==> config.mk <==
export PLATFORM = sky130hd
export DESIGN_NAME = t1_slot_timer
export DESIGN_NICKNAME = d
export VERILOG_FILES = /design/src/rtl/t1_slot_pkg.sv /design/src/rtl/t1_chan_decode.sv /design/src/rtl/t1_link_decode.sv /design/src/rtl/t1_slot_timer.sv
export SDC_FILE = /design/constraint.sdc
export NUM_CORES = 1
export LEC_CHECK = 0
export BUFFER_PORTS_ARGS = -buffer_cell sky130_fd_sc_hd__buf_2
export CAP_MARGIN = 10
export CORE_MARGIN = 1
export CORE_UTILIZATION = 40
export CTS_CLUSTER_DIAMETER = 80
export CTS_CLUSTER_SIZE = 24
export DETAILED_ROUTE_END_ITERATION = 16
export PLACE_DENSITY = 0.73
export SLEW_MARGIN = 10
export SYNTH_ARGS = -nofsm -noshare
export SYNTH_HDL_FRONTEND = slang
export SYNTH_SLANG_ARGS = --single-unit
==> constraint.sdc <==
create_clock -name clk -period 0.8 [get_ports clk]
set_input_delay 0.2 -clock clk [delete_from_list [all_inputs] [get_ports clk]]
set_output_delay 0.2 -clock clk [all_outputs]
set_load 0.01 [all_outputs]
==> src/rtl/t1_slot_pkg.sv <==
package t1_slot_pkg;

    localparam int SLOT_CHANNELS   = 24;
    localparam int SLOT_CH_BITS    = 8;
    localparam int SLOT_ESF_FRAMES = 24;
    localparam int SLOT_D4_FRAMES  = 12;

    // registered output bundle
    typedef struct packed {
        logic clk_o;
        logic blk_o;
        logic stb_o;
    } slot_out_t;

endpackage

==> src/rtl/t1_chan_decode.sv <==
module t1_chan_decode #(
    parameter int CHANNELS = 24,
    parameter int CH_BITS  = 8,
    parameter int POS_W    = $clog2(CHANNELS * CH_BITS + 1)
) (
    input  logic [POS_W-1:0]    bit_pos,
    input  logic [CHANNELS-1:0] chan_mask,
    output logic                lsb_hit,
    output logic                blk_val
);
    localparam int PAYLOAD_BITS = CHANNELS * CH_BITS;
    localparam int CH_W         = (CHANNELS > 1) ? $clog2(CHANNELS) : 1;
    localparam int PAD          = 1 << CH_W;
    localparam int SUB_W        = (CH_BITS > 1) ? $clog2(CH_BITS) : 1;
    localparam bit POW2         = ((CH_BITS & (CH_BITS - 1)) == 0) && (CH_BITS > 1);

    logic             in_payload;
    logic [POS_W-1:0] offs;
    logic [CH_W-1:0]  idx;
    logic             last_bit;
    logic [PAD-1:0]   mask_pad;

    assign in_payload = (bit_pos != '0) && (32'(bit_pos) <= PAYLOAD_BITS);
    assign offs       = bit_pos - POS_W'(1);
    assign mask_pad   = PAD'(chan_mask);

    // channel index and last-bit detection: shift/slice when the channel
    // width is a power of two, divide otherwise
    generate
        if (POW2) begin : g_slice
            assign idx      = CH_W'(offs >> SUB_W);
            assign last_bit = (offs[SUB_W-1:0] == SUB_W'(CH_BITS - 1));
        end else begin : g_divide
            assign idx      = CH_W'(offs / POS_W'(CH_BITS));
            assign last_bit = ((offs % POS_W'(CH_BITS)) == POS_W'(CH_BITS - 1));
        end
    endgenerate

    assign lsb_hit = in_payload && last_bit;
    assign blk_val = in_payload && mask_pad[idx];

endmodule

==> src/rtl/t1_link_decode.sv <==
module t1_link_decode #(
    parameter int ESF_FRAMES = 24,
    parameter int D4_FRAMES  = 12,
    parameter int FRAME_BITS = 193,
    parameter int POS_W      = $clog2(FRAME_BITS),
    parameter int FRM_W      = $clog2(ESF_FRAMES)
) (
    input  logic [POS_W-1:0] bit_pos,
    input  logic [FRM_W-1:0] frame_num,
    input  logic             esf_mode,
    input  logic             half_rate,
    output logic             clk_val,
    output logic             stb_val,
    output logic             pre_val
);
    localparam int              HALF_POS = FRAME_BITS / 2;
    localparam logic [FRM_W-1:0] ESF_LAST = FRM_W'(ESF_FRAMES - 1);
    localparam logic [FRM_W-1:0] D4_LAST  = FRM_W'(D4_FRAMES - 1);

    logic [FRM_W-1:0] last_frame;
    logic [FRM_W-1:0] next_frame;
    logic             frame_ok;
    logic             pos_ok;
    logic             cur_link;
    logic             nxt_link;

    // which frames carry an overhead link bit for the selected rate
    function automatic logic carries_link(input logic [FRM_W-1:0] f,
                                          input logic esf, input logic half);
        if (esf) begin
            carries_link = half ? (f[1:0] == 2'b00) : !f[0];
        end else begin
            carries_link = f[0];
        end
    endfunction

    always_comb begin
        last_frame = esf_mode ? ESF_LAST : D4_LAST;
        frame_ok   = (frame_num <= last_frame);
        pos_ok     = (32'(bit_pos) < FRAME_BITS);
        next_frame = (frame_num == last_frame) ? '0 : frame_num + FRM_W'(1);
        cur_link   = carries_link(frame_num, esf_mode, half_rate);
        nxt_link   = carries_link(next_frame, esf_mode, half_rate);
        clk_val    = frame_ok && pos_ok && cur_link && (32'(bit_pos) < HALF_POS);
        stb_val    = frame_ok && cur_link && (bit_pos == '0);
        pre_val    = frame_ok && nxt_link && (32'(bit_pos) == FRAME_BITS - 1);
    end

endmodule

==> src/rtl/t1_slot_timer.sv <==
module t1_slot_timer
    import t1_slot_pkg::*;
#(
    parameter int CHANNELS   = SLOT_CHANNELS,
    parameter int CH_BITS    = SLOT_CH_BITS,
    parameter int ESF_FRAMES = SLOT_ESF_FRAMES,
    parameter int D4_FRAMES  = SLOT_D4_FRAMES,
    localparam int FRAME_BITS = CHANNELS * CH_BITS + 1,
    localparam int POS_W      = $clog2(FRAME_BITS),
    localparam int FRM_W      = $clog2(ESF_FRAMES)
) (
    input  logic                clk,
    input  logic                rst_n,
    input  logic [POS_W-1:0]    bit_pos,
    input  logic [FRM_W-1:0]    frame_num,
    input  logic                esf_mode,
    input  logic                link_sel,
    input  logic                half_rate,
    input  logic [CHANNELS-1:0] chan_mask,
    output logic                out_clk,
    output logic                out_blk,
    output logic                link_stb
);
    logic      ch_lsb, ch_blk;
    logic      lk_clk, lk_stb, lk_pre;
    slot_out_t out_d, out_q;

    t1_chan_decode #(
        .CHANNELS (CHANNELS),
        .CH_BITS  (CH_BITS),
        .POS_W    (POS_W)
    ) u_chan (
        .bit_pos   (bit_pos),
        .chan_mask (chan_mask),
        .lsb_hit   (ch_lsb),
        .blk_val   (ch_blk)
    );

    t1_link_decode #(
        .ESF_FRAMES (ESF_FRAMES),
        .D4_FRAMES  (D4_FRAMES),
        .FRAME_BITS (FRAME_BITS),
        .POS_W      (POS_W),
        .FRM_W      (FRM_W)
    ) u_link (
        .bit_pos   (bit_pos),
        .frame_num (frame_num),
        .esf_mode  (esf_mode),
        .half_rate (half_rate),
        .clk_val   (lk_clk),
        .stb_val   (lk_stb),
        .pre_val   (lk_pre)
    );

    // shared-pin selection
    always_comb begin
        out_d = '0;
        if (link_sel) begin
            out_d.clk_o = lk_clk;
            out_d.blk_o = lk_pre;
            out_d.stb_o = lk_stb;
        end else begin
            out_d.clk_o = ch_lsb;
            out_d.blk_o = ch_blk;
            out_d.stb_o = 1'b0;
        end
    end

    always_ff @(posedge clk or negedge rst_n) begin
        if (!rst_n) begin
            out_q <= '0;
        end else begin
            out_q <= out_d;
        end
    end

    assign out_clk  = out_q.clk_o;
    assign out_blk  = out_q.blk_o;
    assign link_stb = out_q.stb_o;

    assert_lsb_clock_R2: assert property (@(posedge clk) disable iff (!rst_n)
        (!link_sel && bit_pos == POS_W'(CH_BITS)) |=> out_clk);

    assert_framing_bit_quiet_R3: assert property (@(posedge clk) disable iff (!rst_n)
        (!link_sel && bit_pos == '0) |=> (!out_clk && !out_blk));

    assert_no_stb_in_channel_R4: assert property (@(posedge clk) disable iff (!rst_n)
        !link_sel |=> !link_stb);

    assert_stb_at_frame_start_R8: assert property (@(posedge clk) disable iff (!rst_n)
        link_stb |-> ($past(bit_pos) == '0 && $past(link_sel)));

    assert_range_quiet_R10: assert property (@(posedge clk) disable iff (!rst_n)
        (32'(bit_pos) >= FRAME_BITS) |=> (!out_clk && !out_blk && !link_stb));

endmodule

# Word-level counts from Yosys, hierarchy flattened
# Index checks and enable logic that the tools add are counted.
dict set report totals {
  wordCells 38
  reg_bits 3
  in_bits 42
}
dict set report classes {
  reduce_logical 16
  muxes 9
  n_eq_ne 3
  order_cmp 5
  n_addsub 2
}
# cell count
set op_table {}
lappend op_table {{1-bit logical AND} 10}
lappend op_table {{8-bit equality test (second input constant)} 1}
lappend op_table {{8-bit <= comparator (second input constant)} 1}
lappend op_table {{8-bit logical NOT} 1}
lappend op_table {{8-bit by 7-bit less-than comparator with 1-bit output (second input constant)} 1}
lappend op_table {{8-bit less-than comparator (second input constant)} 1}
lappend op_table {{8-bit nonzero test} 1}
lappend op_table {{8-bit by 1-bit subtractor with 8-bit output (second input constant)} 1}
lappend op_table {{5-bit by 6-bit less-than comparator with 1-bit output (second input constant)} 1}
lappend op_table {{1-bit binary-select mux with 5-bit select} 1}
lappend op_table {{5-bit equality test} 1}
lappend op_table {{5-bit <= comparator} 1}
lappend op_table {{1-bit 2-to-1 mux} 5}
lappend op_table {{5-bit 2-to-1 mux} 1}
lappend op_table {{2-bit logical NOT} 2}
lappend op_table {{3-bit equality test (second input constant)} 1}
lappend op_table {{3-bit 2-to-1 mux} 1}
lappend op_table {{2-bit by 1-bit adder with 2-bit output (second input constant)} 1}
lappend op_table {{1-bit logical NOT} 2}
lappend op_table {{2-bit 2-to-1 mux} 1}

# Longest topological paths before layout
dict set report logic_depth {
  word_depth 9
  mapped_depth 8
  mapped_depth_nobuf 8
}

# Cells and area by module
# Synthesis repeated with hierarchy kept, for this count alone.
dict set report hier_totals {
  cells_unflattened 123
  area_unflattened_um2 920.9
}
# mod area_per_inst_um2 instances cells_per_inst
set modules_own_cells {}
lappend modules_own_cells {t1_chan_decode 620.6 1 91}
lappend modules_own_cells {t1_link_decode 195.2 1 26}
lappend modules_own_cells {t1_slot_timer 105.1 1 6}

# Worst setup path after synthesis
# Ideal clock, no wire load.
dict set report synth_path {
  path_kind {input to register}
  start {input bit_pos[1]}
  end {register out_q, in the netlist out_blk}
  arrival_ns 1.670
  n_path_buf 1
  path_slack_ns -0.991
  required_ns 0.680
  setup_ns 0.120
  path_stages 7
  path_cell_list {or3_1 -> buf_2 -> or4_4 -> o211ai_2 -> a221oi_2 -> a221o_1 -> o211a_1}
}
# item line_no
set synth_rtl {}
lappend synth_rtl {{start: declaration} t1_slot_timer.sv:14} ;# input logic [POS_W-1:0] bit_pos,
lappend synth_rtl {{end signal: assignment} t1_slot_timer.sv:73} ;# out_q <= out_d;
lappend synth_rtl {{end: declaration} t1_slot_timer.sv:26} ;# slot_out_t out_d, out_q;

==> impl_results.md <==
- First-pass GRT wire length: 4360 um
- Setup TNS: -2.04 ns
- Final Hold Fails: 0
- CTS clk-pin slew, worst paths: 0.04 ns
- Max-slew headroom: 71.4%
- Initial antenna violation count: 0
- Most frequent cells in the layout: 39 x buf_2, 33 x buf_4, 17 x nand2_1, 14 x a21oi_1, 8 x nand3_1
- Endpoints failing setup: 6
- Detailed Route Iter0 Violations: 19
- Root Buffer: clkbuf_4
- Crit start category: input port
- Period minus WS final: 1.59 ns
- DR vias/cell: 5.57
- Synth warn: 0
- CTS max path bufs: 2
- Nets: 244
- Crit. End Element: flip-flop
- CP max FO: 3
- Synthesized area: 820 um^2
- Slowest stage delay, CP: 0.41 ns
- Final WS setup: -0.787 ns
- Crit path buf inv count: 1
- Register area share after synthesis: 9.16%
- Gr usage total: 26.7%
- Crit-path leading delay family: simple AND/OR/NAND/NOR gates
- Post-DP HPWL: 2310 um
- TritonCTS clock tree: yes
- Die Area: 0.00223 mm^2
- Distinct cells, synth: 37
- Data required time at the worst endpoint: 0.92 ns
- Remaining Overflow, GRT: 0
- Starting Density: 42.2%
- Hold Slack: 0.281 ns
- Post-Route WL: 2860 um
- Leakage: 0.687 nW
- Post-synth top flop: dfrtp_1
- Failing checks: setup timing
- Slowest stage cell, crit path: or3_4
- Fin crit share: 198%
- Net Sw Frac: 35.2%
- Cts bufs inserted: 3
- TritonRoute pass-1 iters: 4
- MaxCap Viol Count: 0
- Placed Area: 0.00129 mm^2
- Vias in the first global route: 1078
- Routed length per instance: 12.8 um
- Share of layout cells above drive strength 1: 49.2%
- Post-synth EDFFs: 0
- Area leader, netlist: dfrtp_1
- DRC: 0
- Worst-margin pin slew: 0.428 ns
- Rows: 16
- Clk pwr share: 26.0%
- Non-Filler Instances: 224
- Top-area cell type share of the netlist area: 9.16%
- NetSw: 0.370 mW
- Internal: 0.681 mW
- Design area: 0.00141 mm^2
- Register share of total power: 15.4%
- Die X: 47.3 um
- Die height: 47.3 um
- H-tree levels: 1
- Worst EP arrival: 1.71 ns
- Pre-CTS setup slack: -1.09 ns
- Net Count, Synth: 169
- Largest net degree at the start of global routing: 15
- Layout area overhead: 71.5%
- Worst hold path type: in2reg
- Cells taking the most area after synthesis: dfrtp_1 9.2%, a21oi_1 8.5%, nand2_1 7.8%
- Peak supply drop: 0.537 mV
- Fin. max-slew vios: 0
- Logic pwr share: 58.6%
- FF+latch count, synth: 3
- PD cells: 749 mW/mm^2
- Total vias in the final route: 1247
- WS Path Type: in2reg
- Routability cong.: 0.951
- Outcome: complete, but fails checks
- Port bufs: 44
- Most common cell after layout, fill and taps aside: buf_2
- Diodes inserted: 0
- Async SR Flop Fraction: 100%
- Fmax: 630 MHz
- RSZ-0062 raised after global routing: yes
- Core area: 0.00194 mm^2
- DP Cell Count: 217
- CTS sink count: 3
- Final ANT Viol Nets: 0
- IO Pins: 45
- Finished Core Util: 72.4%
- Mapped Cells: 123
- CP cell instances: buf_6, or3_4, mux2i_1, a21oi_1, or3_1, a221o_1, o211a_1
- Overall power: 1.05 mW
- Syn_area_per_cell: 6.66 um^2
-- cells by family after synthesis --
family / count (synthesis) / share of synthesized area [%]
AND/OR/NAND/NOR: 58 / 35.1
flip-flops: 3 / 9.16
multiplexers: 7 / 11.8
buffers and inverters: 15 / 7.94
adder cells (fa/ha/maj): 4 / 6.11
AO/OA/AOI/OAI: 36 / 29.9
-- power by group through the flow --
stage,logic [mW],registers (mW),clock network [mW]
finish,0.616,0.162,0.274
global route,0.678,0.163,0.285
CTS,0.597,0.162,0.276
detailed placement,0.572,0.164,0
global placement,0.556,0.163,0
floorplan,0.266,0.168,0
-- registers in the layout, summed over array words and instances, names as in the netlist --
register  count
link_stb      1
out_blk       1
out_clk       1
-- path summary, 6_finish.rpt --
check	start	endpoint	slack (ns)	depth (start not counted)
min in group asynchronous	rst_n	link_stb$_DFF_PN0_	0.29	2
max	bit_pos[0]	out_blk$_DFF_PN0_	-0.79	7
max in group asynchronous	rst_n	out_clk$_DFF_PN0_	0.39	2
min	bit_pos[6]	link_stb$_DFF_PN0_	0.28	3
-- repair_timing --
| action | CTS | global route |
|---|---|---|
| pin swaps | 4 | 5 |
| hold buffers | 1 | 0 |
| hold endpoints to repair | 3 | 0 |
| buffers inserted | 2 | 0 |
| endpoints found under the setup margin | 6 | 6 |
| gates resized for setup | 7 | 9 |
-- Yosys cell counts, drive strengths merged (2+ instances only) --
master and n:
nand2 17, a21oi 14, nor2 9, nand3 8, nor3 8, buf 7, inv 6, o21ai 5
ha 4, mux2i 4, dfrtp 3, nand4 3, or3 3, a2111oi 2, a211oi 2, a21o 2
a41oi 2, and2 2, clkbuf 2, mux4 2, nand2b 2, o211ai 2
-- layer usage --
| layer | share of wire (%) | global-route usage [%] | wire length [um] | vias to the layer above |
|---|---|---|---|---|
| met3 | 5.1 | 3.85 | 147 | 4 |
| met2 | 50 | 44.7 | 1430 | 43 |
| li1 | - | - | - | 612 |
| met1 | 44 | 34.7 | 1250 | 588 |
| met5 | 0 | 0 | 0 | - |
| met4 | 1.2 | 9.14 | 34 | 0 |
-- final cells by class --
class | instances | area (um^2)
timing repair buffer | 79 | 520
multi-input combinational | 105 | 727
inverter | 6 | 22.5
fill | 162 | 537
tap | 27 | 33.8
clock buffer | 4 | 26.3
sequential | 3 | 75.1
Power figures use the tool's default switching activity.
